==> config.mk <==
export PLATFORM = sky130hd
export DESIGN_NAME = link_vsel_top
export DESIGN_NICKNAME = d
export VERILOG_FILES = /design/src/rtl/vsel_pkg.sv /design/src/rtl/vsel_period_timer.sv /design/src/rtl/vsel_level_map.sv /design/src/rtl/vsel_port_est.sv /design/src/rtl/vsel_max_tree.sv /design/src/rtl/link_vsel_top.sv
export SDC_FILE = /design/constraint.sdc
export NUM_CORES = 1
export LEC_CHECK = 0
export ABC_AREA = 1
export BUFFER_PORTS_ARGS = -buffer_cell sky130_fd_sc_hd__buf_2
export CORE_UTILIZATION = 54
export DETAILED_ROUTE_END_ITERATION = 6
export GPL_TIMING_DRIVEN = 0
export PLACE_DENSITY = 0.71
export SKIP_CTS_REPAIR_TIMING = 1
export SLEW_MARGIN = 20
export SYNTH_ARGS = -nofsm -noshare
export SYNTH_HDL_FRONTEND = slang
export SYNTH_SLANG_ARGS = --single-unit
==> constraint.sdc <==
create_clock -name clk -period 5 [get_ports clk]
set_input_delay 0.25 -clock clk [delete_from_list [all_inputs] [get_ports clk]]
set_output_delay 0.25 -clock clk [all_outputs]
set_load 0.02 [all_outputs]
==> src/rtl/vsel_pkg.sv <==
package vsel_pkg;
   localparam int NUM_PORTS = 5;   // north, south, west, east, local
   localparam int LVL_W     = 2;
   typedef logic [LVL_W-1:0] vlvl_t;
   localparam vlvl_t LVL_TOP = vlvl_t'(2'd3);
endpackage

==> src/rtl/vsel_period_timer.sv <==
module vsel_period_timer #(
   parameter int PERIOD_CYC = 6
) (
   input  logic clk,
   input  logic rst_n,
   output logic tick_o
);
   localparam int TW = (PERIOD_CYC > 2) ? $clog2(PERIOD_CYC) : 1;

   logic [TW-1:0] phase;

   assign tick_o = (phase == TW'(PERIOD_CYC - 1));

   always_ff @(posedge clk or negedge rst_n) begin
      if (!rst_n)
         phase <= '0;
      else if (tick_o)
         phase <= '0;
      else
         phase <= phase + TW'(1);
   end
endmodule

==> src/rtl/vsel_level_map.sv <==
module vsel_level_map
   import vsel_pkg::*;
#(
   parameter int W = 4
) (
   input  logic [W-1:0] est_i,
   input  logic [W-1:0] thr_lo_i,
   input  logic [W-1:0] thr_mid_i,
   input  logic [W-1:0] thr_hi_i,
   output vlvl_t        lvl_o
);
   always_comb begin
      if (est_i >= thr_hi_i)
         lvl_o = vlvl_t'(2'd3);
      else if (est_i >= thr_mid_i)
         lvl_o = vlvl_t'(2'd2);
      else if (est_i >= thr_lo_i)
         lvl_o = vlvl_t'(2'd1);
      else
         lvl_o = vlvl_t'(2'd0);
   end
endmodule

==> src/rtl/vsel_port_est.sv <==
module vsel_port_est
   import vsel_pkg::*;
#(
   parameter int CNT_W = 4
) (
   input  logic             clk,
   input  logic             rst_n,
   input  logic             tick_i,
   input  logic             req_i,
   input  logic [CNT_W-1:0] thr_lo_i,
   input  logic [CNT_W-1:0] thr_mid_i,
   input  logic [CNT_W-1:0] thr_hi_i,
   output vlvl_t            lvl_o,
   output logic [CNT_W-1:0] cnt_o,
   output logic [CNT_W-1:0] est_o
);
   localparam logic [CNT_W-1:0] CMAX = {CNT_W{1'b1}};
   localparam int SW = CNT_W + 2;

   logic [CNT_W-1:0] cnt_q, est_q, use_now, est_nxt;
   logic [SW-1:0]    acc;
   vlvl_t            lvl_q, lvl_nxt;

   // count including this cycle's request, held at the ceiling
   assign use_now = (cnt_q == CMAX) ? cnt_q : cnt_q + CNT_W'(req_i);

   // 3*U + C_prev with one shift and adds, then divide by four
   assign acc     = ({2'b00, use_now} << 1) + {2'b00, use_now} + {2'b00, est_q};
   assign est_nxt = CNT_W'(acc >> 2);

   vsel_level_map #(.W(CNT_W)) u_map (
      .est_i    (est_nxt),
      .thr_lo_i (thr_lo_i),
      .thr_mid_i(thr_mid_i),
      .thr_hi_i (thr_hi_i),
      .lvl_o    (lvl_nxt)
   );

   always_ff @(posedge clk or negedge rst_n) begin
      if (!rst_n) begin
         cnt_q <= '0;
         est_q <= '0;
         lvl_q <= LVL_TOP;
      end else if (tick_i) begin
         cnt_q <= '0;
         est_q <= est_nxt;
         lvl_q <= lvl_nxt;
      end else begin
         cnt_q <= use_now;
      end
   end

   assign lvl_o = lvl_q;
   assign cnt_o = cnt_q;
   assign est_o = est_q;
endmodule

==> src/rtl/vsel_max_tree.sv <==
module vsel_max_tree
   import vsel_pkg::*;
#(
   parameter int N = 5
) (
   input  logic [N*LVL_W-1:0] lvl_i,
   output vlvl_t              max_o
);
   always_comb begin
      max_o = lvl_i[LVL_W-1:0];
      for (int k = 1; k < N; k++) begin
         if (lvl_i[k*LVL_W +: LVL_W] > max_o)
            max_o = lvl_i[k*LVL_W +: LVL_W];
      end
   end
endmodule

==> src/rtl/link_vsel_top.sv <==
module link_vsel_top
   import vsel_pkg::*;
#(
   parameter int PERIOD_CYC = 6,
   parameter int CNT_W      = 3
) (
   input  logic                       clk,
   input  logic                       rst_n,
   input  logic [NUM_PORTS-1:0]       req_i,
   input  logic [CNT_W-1:0]           thr_lo_i,
   input  logic [CNT_W-1:0]           thr_mid_i,
   input  logic [CNT_W-1:0]           thr_hi_i,
   output logic [NUM_PORTS*LVL_W-1:0] port_lvl_o,
   output logic [LVL_W-1:0]           out_lvl_o
);
   localparam int FW = NUM_PORTS * CNT_W;

   if (PERIOD_CYC < 2) begin : g_bad_period
      $error("link_vsel_top: PERIOD_CYC must be at least 2");
   end
   if (CNT_W < 1) begin : g_bad_width
      $error("link_vsel_top: CNT_W must be at least 1");
   end

   logic          tick;
   logic [FW-1:0] cnt_flat;
   logic [FW-1:0] est_flat;

   vsel_period_timer #(.PERIOD_CYC(PERIOD_CYC)) u_timer (
      .clk   (clk),
      .rst_n (rst_n),
      .tick_o(tick)
   );

   for (genvar p = 0; p < NUM_PORTS; p++) begin : g_port
      vlvl_t lvl_p;
      vsel_port_est #(.CNT_W(CNT_W)) u_est (
         .clk      (clk),
         .rst_n    (rst_n),
         .tick_i   (tick),
         .req_i    (req_i[p]),
         .thr_lo_i (thr_lo_i),
         .thr_mid_i(thr_mid_i),
         .thr_hi_i (thr_hi_i),
         .lvl_o    (lvl_p),
         .cnt_o    (cnt_flat[p*CNT_W +: CNT_W]),
         .est_o    (est_flat[p*CNT_W +: CNT_W])
      );
      assign port_lvl_o[p*LVL_W +: LVL_W] = lvl_p;
   end

   vsel_max_tree #(.N(NUM_PORTS)) u_max (
      .lvl_i(port_lvl_o),
      .max_o(out_lvl_o)
   );
endmodule

==> results_tabular.tex, run 1 <==
\begin{tabular}{lr}
\hline
Metric & Value \\
\hline
\multicolumn{2}{l}{\textbf{Pwr}} \\
Max VDD drop & 257 µV \\
Sw power & a little over 900 µW \\
Int Power & 1.10 mW \\
Power Dens Cells & between 500 and 600 mW/mm² \\
Sw Share & 45.8\% \\
LEAKAGE & approximately 2.3 nW \\
Combinational cell fraction of total power & between 60\% and 70\% \\
Sequential share of power & 26.9\% \\
Clock power share & $\sim$11\% \\
\multicolumn{2}{l}{\textbf{Critical path}} \\
Category of the critical setup timing path & flip-flop to output pin \\
R2R depth & 14 \\
Crit path arrival time & 4.10 ns \\
Worst-case register-to-register setup slack & around 1.6 ns \\
CP Capture Type & output pin \\
Required time at the worst-slack endpoint & roughly 4.8 ns \\
Setup crit start kind & flip-flop \\
Crit path max fanout & 3 \\
\multicolumn{2}{l}{\textbf{Timing}} \\
Slew at the pin closest to its max-slew limit & roughly 0.57 ns \\
Period utilisation layout & approximately 87\% \\
Min setup slack post-route & 0.653 ns \\
Final-layout worst hold slack & 0.340 ns \\
Final count of hold timing violations & 0 \\
Peak clock frequency supported by timing & between 200 and 250 MHz \\
Total setup violations reported at the end of the flow & 0 \\
Unrepaired setup endpoints after global routing & false \\
Final Max Tran Viols & 0 \\
Post-route minimum period & 4.35 ns \\
Worst max-slew margin expressed relative to the limit & about three fifths \\
Total negative slack & 0 ns \\
Layout Skew & 0.00555 ns \\
\multicolumn{2}{l}{\textbf{Synth}} \\
Cell taking the most area after synthesis & ha\_1 \\
Yosys top cell area share & between 20\% and 30\% \\
Unique cell type count in the Yosys netlist & 23 \\
Total nets after synthesis & roughly 530 \\
Cell count after synthesis & approximately 430 \\
Most used DFF post-synth & dfrtp\_1 \\
FF+latch count, synth & 43 \\
Netlist area before placement & 0.00371 mm² \\
Fraction of registers with async set/reset & 100\% \\
Area contributors post-synth & ha\_1, dfrtp\_1, fa\_1 \\
Post-Syn Area per Cell & 8.73 µm² \\
EDFF count, synth & 0 \\
Synth warnings & 0 \\
Register area share after synthesis & between 20 and 30\% \\
\multicolumn{2}{l}{\textbf{Floorplanning}} \\
Die W & about 85 µm \\
Number of rows in the core area & 29 \\
Core region area & 0.00649 mm² \\
Floorplan die height & between 80 and 90 µm \\
Full die area & $\sim$0.007 mm² \\
Effective utilization at floorplan & 57.1\% \\
IO Count & 28 \\
\multicolumn{2}{l}{\textbf{Detailed routing}} \\
Via Count & 2832 \\
Post-detailed-route via-to-cell ratio & between 5 and 6 \\
Pre-antenna DRT Iters & 6 \\
Routed WL & between 7000 and 8000 µm \\
Number of violations reported at the end of detailed-routing iteration 0 & between 100 and 150 \\
DR DRC count & 2 \\
Number of nets with antenna violations after detailed routing & 0 \\
Routed WL per cell & 13.5 µm \\
\multicolumn{2}{l}{\textbf{CTS}} \\
Inserted Clock Buffers & 5 \\
H-tree depth & 2 \\
CTS clock-pin slew for the worst setup and hold paths & 0.09 ns \\
Max clock buf depth & 2 \\
Clock tree root driver cell & clkbuf\_8 \\
TritonCTS Sinks & between 40 and 50 \\
TritonCTS clock tree & built \\
Clock latency reported for the late side of the worst-skew pair & roughly 0.3 ns \\
\multicolumn{2}{l}{\textbf{Global route}} \\
Global-route wire length before repair & about 13000 µm \\
All-Layer GR Usage & 22.6\% \\
Via count of the first global-routing pass & between 2000 and 3000 \\
Maximum number of pins on one net before global-route repair & 44 \\
Antenna violations before repair & 0 \\
Global route total overflow & 0 \\
\multicolumn{2}{l}{\textbf{Min path}} \\
Hold/Removal Path Class & primary input to flip-flop \\
Number of cells on the worst hold path & 4 \\
\multicolumn{2}{l}{\textbf{Final layout}} \\
Final net count & about 570 \\
Area growth from synthesis to layout & 8.97\% \\
Final Instance Count excl. Fillers & 538 \\
Antenna Cells & 0 \\
Fraction of final layout cells with drive strength greater than 1 & between 10\% and 20\% \\
Core occupancy in the finished layout & approximately 62\% \\
\multicolumn{2}{l}{\textbf{Run status}} \\
Status & finished with violations \\
Failing checks & DRC \\
\multicolumn{2}{l}{\textbf{Run}} \\
\# Max-Cap Violations & 0 \\
\multicolumn{2}{l}{\textbf{Placement}} \\
Placed Cells incl. Taps & about 530 \\
Port Buffers & 27 \\
HPWL after DPL & 5740 µm \\
Final Wtd Congestion & 0.773 \\
Place WS & $\sim$0.94 ns \\
\hline
\end{tabular}
[critical path: stages (launching register included)]
cell and delay, ns:
dfstp_2 0.54, inv_1 0.08, ha_1 0.32, o21ai_0 0.21, nand3_1 0.12, and2_1 0.17, ha_1 0.17, o21bai_1 0.16
o21ai_0 0.11, nand3_1 0.12, nand2_1 0.07, ha_1 0.27, inv_1 0.05, o22ai_1 0.08, or2_2 0.29, and2_1 0.16
ha_1 0.26, inv_1 0.05, o22ai_1 0.07, or2_2 0.27, nand2_1 0.06, buf_2 0.15
[cell usage after synthesis (all sizes together), types with 2 or more instances]
cell type / number
a22oi: 5
nand3: 20
nand2: 72
o21ai: 27
ha: 77
inv: 77
o22ai: 2
and2: 4
dfrtp: 33
nor2: 26
buf: 6
fa: 15
dfstp: 10
xnor2: 8
o211ai: 7
or2: 2
a21oi: 32
[worst paths after layout]
kind	start	end
setup / recovery	g_port[0].u_est.lvl_o[1]$_DFFE_PN1P_	out_lvl_o[0]
hold / removal	req_i[3]	g_port[3].u_est.cnt_o[0]$_DFF_PN0_
setup reg to reg	g_port[1].u_est.cnt_o[0]$_DFF_PN0_	g_port[1].u_est.lvl_o[0]$_DFFE_PN1P_
hold reg to reg	u_timer.phase[0]$_DFF_PN0_	u_timer.phase[0]$_DFF_PN0_
max in group asynchronous	rst_n	u_timer.phase[2]$_DFF_PN0_
min in group asynchronous	rst_n	g_port[2].u_est.cnt_o[2]$_DFF_PN0_
[power by group through the flow]
stage	Combinational, mW	Clock, mW	Sequential (mW)
3_5_place_dp	1.26	0	0.556
3_3_place_gp	1.19	0	0.552
5_1_grt	1.49	0.248	0.562
4_1_cts	1.27	0.234	0.550
2_1_floorplan	0.917	0	0.591
6_report	1.26	0.228	0.548
[cells by family (layout without fill, tap and decap cells)]
kind of cell / after synthesis / count (layout) / synth area share [%]
buffers and inverters: 83 / 119 / 8.94
XOR/XNOR: 8 / 8 / 1.89
flip-flops: 43 / 43 / 29.3
AND/OR/NAND/NOR: 124 / 124 / 13.8
adder cells (fa/ha/maj): 92 / 92 / 34.1
AO/OA/AOI/OAI: 75 / 75 / 11.9
[layer usage]
| layer | up-vias | track usage [%] | wire length, µm |
|---|---|---|---|
| met5 | - | 0 | 0 |
| met4 | 0 | 4.31 | 71 |
| met3 | 8 | 3.50 | 140 |
| met2 | 28 | 41.2 | 3590 |
| met1 | 1336 | 28.5 | 3440 |
| li1 | 1460 | - | - |
[stage by stage]
stage / instance area [µm²] / power, mW
floorplan: 3710 / 1.51
global placement: 3940 / 1.74
detailed placement: 3940 / 1.82
CTS: 4030 / 2.06
global route: 4040 / 2.30
finish: 4040 / 2.04
[state kept, by name, indices dropped and copies added (netlist names)]
signal,count
g_port.u_est.cnt_o,15
g_port.u_est.est_o,15
g_port.u_est.lvl_o,10
u_timer.phase,3
[placed cells by master, fill, tap and decap left out, drive strengths merged]
master / instances
o22ai: 2
and2: 4
nand3: 20
clkinv: 1
nand2: 72
clkbuf: 5
dfstp: 10
ha: 77
a21o: 1
a22oi: 5
clkinvlp: 2
fa: 15
dlygate4sd3: 1
o21ai: 27
o211ai: 7
buf: 33
dfrtp: 33
a21oi: 32
xnor2: 8
inv: 77
or2: 2
nor2: 26
o21bai: 1
[final cells by class]
class,instances,area (µm²)
well taps,77,96.3
plain buffers,6,42.5
flip-flops and latches,43,1090
fillers,573,2450
inverters,77,289
multi-input cells,299,2290
clock buffers,5,68.8
repair buffers,28,148
clock inverters,3,20.0
Power figures use the tool's default switching activity.
==> inputs of run 2 (changes only) <==
BUFFER_PORTS_ARGS = not set   (was -buffer_cell sky130_fd_sc_hd__buf_2)
CAP_MARGIN = 20   (was not set)
DONT_BUFFER_PORTS = 1   (was not set)
PLACE_DENSITY = 0.67   (was 0.71)
==> results_tabular.tex, run 2 (same netlist as run 1, synthesis figures left out) <==
\begin{tabular}{lr}
\hline
Metric & Value \\
\hline
\multicolumn{2}{l}{\textbf{CTS}} \\
Inserted Clock Buffers & 5 (unchanged) \\
TritonCTS Sinks & 43 (unchanged) \\
Clock tree root driver cell & clkbuf\_8 (unchanged) \\
Clock latency reported for the late side of the worst-skew pair & 0.31 ns (was 0.30 ns) \\
Max clock buf depth & 2 (unchanged) \\
CTS clock-pin slew for the worst setup and hold paths & 0.10 ns (was 0.09 ns) \\
H-tree depth & 2 (unchanged) \\
TritonCTS clock tree & built (unchanged) \\
\multicolumn{2}{l}{\textbf{Timing}} \\
Period utilisation layout & 88.1\% (was 86.9\%) \\
Slew at the pin closest to its max-slew limit & 0.436 ns (was 0.572 ns) \\
Peak clock frequency supported by timing & 227 MHz (was 230 MHz) \\
Final Max Tran Viols & 0 (unchanged) \\
Final count of hold timing violations & 0 (unchanged) \\
Unrepaired setup endpoints after global routing & false (unchanged) \\
Total setup violations reported at the end of the flow & 0 (unchanged) \\
Worst max-slew margin expressed relative to the limit & 70.7\% (was 61.9\%) \\
Layout Skew & 0.0103 ns (was 0.00555 ns) \\
Post-route minimum period & 4.41 ns (was 4.35 ns) \\
Total negative slack & 0 ns (unchanged) \\
\multicolumn{2}{l}{\textbf{Run status}} \\
Status & finished with violations (unchanged) \\
Failing checks & DRC (unchanged) \\
\multicolumn{2}{l}{\textbf{Floorplanning}} \\
Effective utilization at floorplan & 57.1\% (unchanged) \\
Full die area & 0.00721 mm² (unchanged) \\
Number of rows in the core area & 29 (unchanged) \\
IO Count & 28 (unchanged) \\
Core region area & 0.00649 mm² (unchanged) \\
Die W & 84.9 µm (unchanged) \\
Floorplan die height & 84.9 µm (unchanged) \\
\multicolumn{2}{l}{\textbf{Placement}} \\
Port Buffers & 0 (was 27) \\
HPWL after DPL & 5670 µm (was 5740 µm) \\
Final Wtd Congestion & 0.776 (was 0.773) \\
\multicolumn{2}{l}{\textbf{Global route}} \\
All-Layer GR Usage & 22.6\% (about the same) \\
Via count of the first global-routing pass & 2737 (was 2800) \\
Global route total overflow & 0 (unchanged) \\
Maximum number of pins on one net before global-route repair & 44 (unchanged) \\
Antenna violations before repair & 0 (unchanged) \\
Global-route wire length before repair & 12800 µm (was 12700 µm) \\
\multicolumn{2}{l}{\textbf{Final layout}} \\
Filler Cell Count & 570 (was 573) \\
Final net count & 542 (was 568) \\
Antenna Cells & 0 (unchanged) \\
Commonest non-fill, non-tap cell in the layout & ha\_1 (unchanged) \\
Fraction of final layout cells with drive strength greater than 1 & 8.51\% (was 13.7\%) \\
Multi-input combinational cell area & 0.00229 mm² (unchanged) \\
Area growth from synthesis to layout & 6.00\% (was 8.97\%) \\
Most used cells in the layout excluding fill and tap cells & ha\_1, inv\_1, nand2\_1, dfrtp\_1, a21oi\_1 (unchanged) \\
Total area of sequential cells & 0.00109 mm² (unchanged) \\
\multicolumn{2}{l}{\textbf{Critical path}} \\
Setup crit start kind & flip-flop (unchanged) \\
Slowest-stage cell, CP & dfstp\_2 (unchanged) \\
Most numerous cell on the critical path & ha\_1 (unchanged) \\
Category of the critical setup timing path & flip-flop to output pin (unchanged) \\
Crit path max fanout & 3 (unchanged) \\
Crit path arrival time & 4.16 ns (was 4.10 ns) \\
Combined buffer and inverter count along the critical path & 3 (was 4) \\
Delay contributed by the slowest stage of the critical path & 0.60 ns (was 0.54 ns) \\
Top Family by Delay on Critical Path & simple AND/OR/NAND/NOR gates (unchanged) \\
Cells along the critical path & inv\_1 > ha\_1 > o21ai\_0 > nand3\_1 > and2\_1 > ha\_1 > o21bai\_1 > o21ai\_0 > nand3\_1 > nand2\_1 > ha\_1 > inv\_1 > o22ai\_1 > or2\_2 > and2\_1 > ha\_1 > inv\_1 > o22ai\_1 > or2\_2 > nand2\_1 (was inv\_1 > ha\_1 > o21ai\_0 > nand3\_1 > and2\_1 > ha\_1 > o21bai\_1 > o21ai\_0 > nand3\_1 > nand2\_1 > ha\_1 > inv\_1 > o22ai\_1 > or2\_2 > and2\_1 > ha\_1 > inv\_1 > o22ai\_1 > or2\_2 > nand2\_1 > buf\_2) \\
CP Capture Type & output pin (unchanged) \\
Required time at the worst-slack endpoint & 4.75 ns (about the same) \\
\multicolumn{2}{l}{\textbf{Detailed routing}} \\
Via Count & 2724 (was 2832) \\
Routed WL per cell & 14.2 µm (was 13.5 µm) \\
Routed WL & 7280 µm (was 7240 µm) \\
Number of nets with antenna violations after detailed routing & 0 (unchanged) \\
Number of violations reported at the end of detailed-routing iteration 0 & 70 (was 142) \\
DR DRC count & 2 (unchanged) \\
Pre-antenna DRT Iters & 6 (unchanged) \\
Post-detailed-route via-to-cell ratio & 5.32 (was 5.26) \\
\multicolumn{2}{l}{\textbf{Run}} \\
\# Max-Cap Violations & 0 (unchanged) \\
\multicolumn{2}{l}{\textbf{Pwr}} \\
Int Power & 1.06 mW (was 1.10 mW) \\
Sw power & 924 µW (was 934 µW) \\
Power Dens Cells & 504 mW/mm² (about the same) \\
Combinational cell fraction of total power & 57.7\% (was 61.9\%) \\
Sw Share & 46.6\% (was 45.8\%) \\
Max VDD drop & 328 µV (was 257 µV) \\
Power Total & 1.98 mW (was 2.04 mW) \\
Sequential share of power & 30.7\% (was 26.9\%) \\
Clock power share & 11.6\% (was 11.2\%) \\
LEAKAGE & 2.19 nW (was 2.28 nW) \\
\multicolumn{2}{l}{\textbf{Min path}} \\
Hold/Removal Path Class & primary input to flip-flop (unchanged) \\
\hline
\end{tabular}
-- run 2: tightest hold or removal path, delay by kind of cell --
| kind | cells | cell delay, ns |
|---|---|---|
| adders and majority gates | 1 | 0.10 |
| buffers and inverters | 1 | 0.04 |
| AOI/OAI and AO/OA | 1 | 0.12 |
-- run 2: stage by stage --
stage | worst slack, ns | hold WS [ns] | instance area (µm²) | cells | utilization, %
6_report | 0.594 | 0.241 | 3930 | 512 | 60.5
5_1_grt | 0.263 | 0.259 | 3930 | 512 | 60.5
4_1_cts | 0.558 | -0.384 | 3890 | 510 | 60.0
3_5_place_dp | 0.903 | -0.0450 | 3810 | 502 | 58.6
3_3_place_gp | 1.00 | -0.0448 | 3810 | 502 | 58.6
2_1_floorplan | 1.18 | -0.0456 | 3710 | 425 | -
-- run 2: cell type report --
cell class / instances / share of cell area, %
inverter: 77 / 7.35
sequential: 43 / 27.7
clock buffer: 5 / 1.75
buffer: 6 / 1.08
tap: 77 / 2.45
clock inverter: 3 / 0.509
multi-input combinational: 299 / 58.2
timing repair buffer: 2 / 0.955
-- run 2: power by group through the flow --
stage / sequential, mW / combinational [mW] / clock [mW]
2_1_floorplan: 0.591 / 0.917 / 0
6_report: 0.608 / 1.14 / 0.230
5_1_grt: 0.626 / 1.36 / 0.249
4_1_cts: 0.610 / 1.15 / 0.235
3_5_place_dp: 0.617 / 1.13 / 0
3_3_place_gp: 0.613 / 1.07 / 0
-- run 2: path summary, 6_finish.rpt --
kind	from	to	slack, ns	cells past startpoint
setup reg to reg	g_port[1].u_est.cnt_o[0]$_DFF_PN0_	g_port[1].u_est.lvl_o[0]$_DFFE_PN1P_	1.61	14
hold / removal	req_i[2]	g_port[2].u_est.cnt_o[0]$_DFF_PN0_	0.24	3
hold reg to reg	u_timer.phase[0]$_DFF_PN0_	u_timer.phase[0]$_DFF_PN0_	0.47	1
setup / recovery	g_port[0].u_est.lvl_o[1]$_DFFE_PN1P_	out_lvl_o[0]	0.59	20
min in group asynchronous	rst_n	g_port[0].u_est.est_o[2]$_DFFE_PN0P_	0.47	2
max in group asynchronous	rst_n	g_port[0].u_est.lvl_o[1]$_DFFE_PN1P_	4.26	2
-- run 2: routing by layer --
| metal | track usage (%) | vias to the layer above | wire length, µm |
|---|---|---|---|
| met5 | 0 | - | 0 |
| met3 | 3.21 | 7 | 148 |
| met1 | 29.2 | 1281 | 3450 |
| li1 | - | 1406 | - |
| met2 | 39.7 | 30 | 3580 |
| met4 | 6.63 | 0 | 95 |
==> inputs of run 3 (changes only) <==
SYNTH_HIERARCHICAL = 1   (was not set)
==> results_tabular.tex, run 3 <==
\begin{tabular}{lr}
\hline
Metric & Value \\
\hline
\multicolumn{2}{l}{\textbf{Synth}} \\
Cell taking the most area after synthesis & ha\_1 (unchanged) \\
Synth warnings & 6 (was 0) \\
EDFF count, synth & 0 (unchanged) \\
Cell count after synthesis & 558 (was 425) \\
FF+latch count, synth & 43 (unchanged) \\
Most common cell in the netlist & nand2\_1 (was ha\_1) \\
Yosys top cell area share & 24.9\% (was 26.0\%) \\
Commonest cells in the netlist & nand2\_1, inv\_1, ha\_1 (was ha\_1, inv\_1, nand2\_1) \\
Fraction of registers with async set/reset & 100\% (unchanged) \\
Netlist area before placement & 0.00436 mm² (was 0.00371 mm²) \\
Total nets after synthesis & 666 (was 533) \\
Most used DFF post-synth & dfrtp\_1 (unchanged) \\
Post-Syn Area per Cell & 7.82 µm² (was 8.73 µm²) \\
Unique cell type count in the Yosys netlist & 29 (was 23) \\
Register area share after synthesis & 24.9\% (was 29.3\%) \\
Area contributors post-synth & ha\_1, dfrtp\_1, nand2\_1 (was ha\_1, dfrtp\_1, fa\_1) \\
\multicolumn{2}{l}{\textbf{Floorplanning}} \\
IO Count & 28 (unchanged) \\
Floorplan die height & 91.9 µm (was 84.9 µm) \\
Full die area & 0.00844 mm² (was 0.00721 mm²) \\
Number of rows in the core area & 32 (was 29) \\
Core region area & 0.00777 mm² (was 0.00649 mm²) \\
Die W & 91.9 µm (was 84.9 µm) \\
Effective utilization at floorplan & 56.2\% (was 57.1\%) \\
\multicolumn{2}{l}{\textbf{Final layout}} \\
Fraction of final layout cells with drive strength greater than 1 & 12.7\% (was 8.51\%) \\
Core occupancy in the finished layout & 59.4\% (was 60.5\%) \\
Total area of sequential cells & 0.00109 mm² (unchanged) \\
Filler Cell Count & 744 (was 570) \\
Multi-input combinational cell area & 0.00273 mm² (was 0.00229 mm²) \\
Area growth from synthesis to layout & 5.74\% (was 6.00\%) \\
Antenna Cells & 0 (unchanged) \\
Commonest non-fill, non-tap cell in the layout & nand2\_1 (was ha\_1) \\
Most used cells in the layout excluding fill and tap cells & nand2\_1, inv\_1, ha\_1, dfrtp\_1, a21oi\_1 (was ha\_1, inv\_1, nand2\_1, dfrtp\_1, a21oi\_1) \\
Final net count & 675 (was 542) \\
\multicolumn{2}{l}{\textbf{Pwr}} \\
LEAKAGE & 2.84 nW (was 2.19 nW) \\
Sequential share of power & 28.5\% (was 30.7\%) \\
Int Power & 1.10 mW (was 1.06 mW) \\
Max VDD drop & 211 µV (was 328 µV) \\
Power Dens Cells & 464 mW/mm² (was 504 mW/mm²) \\
Sw Share & 48.5\% (was 46.6\%) \\
Sw power & 1.04 mW (was 924 µW) \\
Combinational cell fraction of total power & 61.2\% (was 57.7\%) \\
Clock power share & 10.3\% (was 11.6\%) \\
\multicolumn{2}{l}{\textbf{Critical path}} \\
R2R depth & 17 (was 14) \\
Setup crit start kind & flip-flop (unchanged) \\
R2R Path Start & g\_port[3].u\_est/cnt\_o[0]\$\_DFF\_PN0\_ (was g\_port[1].u\_est.cnt\_o[0]\$\_DFF\_PN0\_) \\
Slowest-stage cell, CP & dfstp\_2 (unchanged) \\
Required time at the worst-slack endpoint & 4.75 ns (about the same) \\
Combined buffer and inverter count along the critical path & 4 (was 3) \\
Cells along the critical path & inv\_1 > ha\_1 > o21ai\_2 > nand3\_1 > and2\_1 > ha\_1 > inv\_1 > o211ai\_1 > nand2\_1 > ha\_1 > inv\_1 > o22ai\_1 > or2\_0 > and2\_1 > ha\_1 > inv\_1 > o22ai\_1 > or2\_2 > nand2\_1 (was inv\_1 > ha\_1 > o21ai\_0 > nand3\_1 > and2\_1 > ha\_1 > o21bai\_1 > o21ai\_0 > nand3\_1 > nand2\_1 > ha\_1 > inv\_1 > o22ai\_1 > or2\_2 > and2\_1 > ha\_1 > inv\_1 > o22ai\_1 > or2\_2 > nand2\_1) \\
Crit path max fanout & 3 (unchanged) \\
CP Capture Type & output pin (unchanged) \\
Terminus of the critical flop-to-flop path & g\_port[3].u\_est/lvl\_o[0]\$\_DFFE\_PN1P\_ (was g\_port[1].u\_est.lvl\_o[0]\$\_DFFE\_PN1P\_) \\
Category of the critical setup timing path & flip-flop to output pin (unchanged) \\
Worst-case register-to-register setup slack & 1.80 ns (was 1.61 ns) \\
Crit path arrival time & 4.21 ns (was 4.16 ns) \\
Top Family by Delay on Critical Path & simple AND/OR/NAND/NOR gates (unchanged) \\
Delay contributed by the slowest stage of the critical path & 0.62 ns (was 0.60 ns) \\
\multicolumn{2}{l}{\textbf{Timing}} \\
Peak clock frequency supported by timing & 224 MHz (was 227 MHz) \\
Total negative slack & 0 ns (unchanged) \\
Period utilisation layout & 89.1\% (was 88.1\%) \\
Layout Skew & 0.00823 ns (was 0.0103 ns) \\
Min setup slack post-route & 0.544 ns (was 0.594 ns) \\
Final Max Tran Viols & 0 (unchanged) \\
Unrepaired setup endpoints after global routing & false (unchanged) \\
Slew at the pin closest to its max-slew limit & 0.755 ns (was 0.436 ns) \\
Total setup violations reported at the end of the flow & 0 (unchanged) \\
Final-layout worst hold slack & 0.291 ns (was 0.241 ns) \\
Final count of hold timing violations & 0 (unchanged) \\
Worst max-slew margin expressed relative to the limit & 49.5\% (was 70.7\%) \\
Post-route minimum period & 4.46 ns (was 4.41 ns) \\
\multicolumn{2}{l}{\textbf{Detailed routing}} \\
DR DRC count & 0 (was 2) \\
Number of nets with antenna violations after detailed routing & 0 (unchanged) \\
Number of violations reported at the end of detailed-routing iteration 0 & 71 (was 70) \\
Routed WL & 7930 µm (was 7280 µm) \\
Via Count & 3288 (was 2724) \\
Pre-antenna DRT Iters & 6 (unchanged) \\
Routed WL per cell & 11.8 µm (was 14.2 µm) \\
Post-detailed-route via-to-cell ratio & 4.91 (was 5.32) \\
\multicolumn{2}{l}{\textbf{Run status}} \\
Status & complete, no violations (was finished with violations) \\
\multicolumn{2}{l}{\textbf{Placement}} \\
HPWL after DPL & 6460 µm (was 5670 µm) \\
Place WS & 0.881 ns (was 0.903 ns) \\
Final Wtd Congestion & 0.804 (was 0.776) \\
Port Buffers & 0 (unchanged) \\
\multicolumn{2}{l}{\textbf{CTS}} \\
Max clock buf depth & 2 (unchanged) \\
Clock tree root driver cell & clkbuf\_8 (unchanged) \\
Clock latency reported for the late side of the worst-skew pair & 0.30 ns (was 0.31 ns) \\
TritonCTS clock tree & built (unchanged) \\
Inserted Clock Buffers & 5 (unchanged) \\
TritonCTS Sinks & 43 (unchanged) \\
H-tree depth & 2 (unchanged) \\
CTS clock-pin slew for the worst setup and hold paths & 0.09 ns (was 0.10 ns) \\
\multicolumn{2}{l}{\textbf{Global route}} \\
Global-route wire length before repair & 14800 µm (was 12800 µm) \\
Maximum number of pins on one net before global-route repair & 44 (unchanged) \\
Global route total overflow & 0 (unchanged) \\
Via count of the first global-routing pass & 3404 (was 2737) \\
Antenna violations before repair & 0 (unchanged) \\
All-Layer GR Usage & 21.6\% (was 22.6\%) \\
\multicolumn{2}{l}{\textbf{Min path}} \\
Number of cells on the worst hold path & 3 (unchanged) \\
Hold/Removal Path Class & primary input to flip-flop (unchanged) \\
End point of the worst hold path & g\_port[2].u\_est/cnt\_o[0]\$\_DFF\_PN0\_ (was g\_port[2].u\_est.cnt\_o[0]\$\_DFF\_PN0\_) \\
Hold Crit Start & req\_i[2] (unchanged) \\
\multicolumn{2}{l}{\textbf{Run}} \\
\# Max-Cap Violations & 0 (unchanged) \\
\hline
\end{tabular}
## run 3: cell type report
| type | instances | share of cell area (%) |
|---|---|---|
| Multi-Input combinational cell | 381 | 59.3 |
| Sequential cell | 43 | 23.6 |
| Inverter | 129 | 10.5 |
| Tap cell | 102 | 2.77 |
| Clock buffer | 6 | 1.57 |
| Buffer | 5 | 1.22 |
| Timing Repair Buffer | 2 | 0.814 |
| Clock inverter | 2 | 0.271 |
## run 3: routing by layer
metal  track usage, %  part of all wire [%]
met5                0                     0
met4             3.78                  0.77
met3             4.48                   4.4
met2             37.1                    46
met1             28.3                    49
## run 3: logic make-up (layout without fill, tap and decap cells)
family	count (synthesis)	count (layout)	synth area share, %
flip-flops	43	43	24.9
AO/OA/AOI/OAI	61	61	8.98
buffers and inverters	134	144	12.4
AND/OR/NAND/NOR	213	213	23.4
adder cells (fa/ha/maj)	92	92	27.2
XOR/XNOR	15	15	3.01
## run 3: power by group through the flow
stage          combinational (mW)  sequential, mW  clock (mW)
4_1_cts                      1.31           0.613       0.229
3_3_place_gp                 1.23           0.615           0
5_1_grt                      1.56           0.625       0.246
2_1_floorplan                1.07           0.588           0
3_5_place_dp                 1.30           0.618           0
6_report                     1.31           0.610       0.221
## run 3: worst reg2reg max path, delay by kind of cell, from the launching register on
family                     cells  cell delay (ns)
and+or+nand+nor                6             0.37
adders and majority gates      5             1.53
AOI/OAI and AO/OA              1             0.13
DFF                            1             0.41
buffers and inverters          3             0.21
xor gates and xnor gates       2             0.51
## run 3: worst max-delay path by stage
stage	from	end	cells past startpoint
final	g_port[0].u_est/lvl_o[1]$_DFFE_PN1P_	out_lvl_o[0]	19
after global routing	g_port[0].u_est/lvl_o[1]$_DFFE_PN1P_	out_lvl_o[0]	19
after CTS	g_port[0].u_est/lvl_o[1]$_DFFE_PN1P_	out_lvl_o[0]	19
after detailed placement	g_port[0].u_est/lvl_o[1]$_DFFE_PN1P_	out_lvl_o[0]	19
after global placement	g_port[0].u_est/lvl_o[1]$_DFFE_PN1P_	out_lvl_o[0]	19
after floorplan	g_port[0].u_est/lvl_o[1]$_DFFE_PN1P_	out_lvl_o[0]	19
## run 3: through the flow
step	total power, mW	instance area, µm²	cells
after CTS	2.15	4580	668
after global routing	2.43	4610	670
after detailed placement	1.92	4490	660
after global placement	1.84	4490	660
final	2.14	4610	670
after floorplan	1.66	4360	558
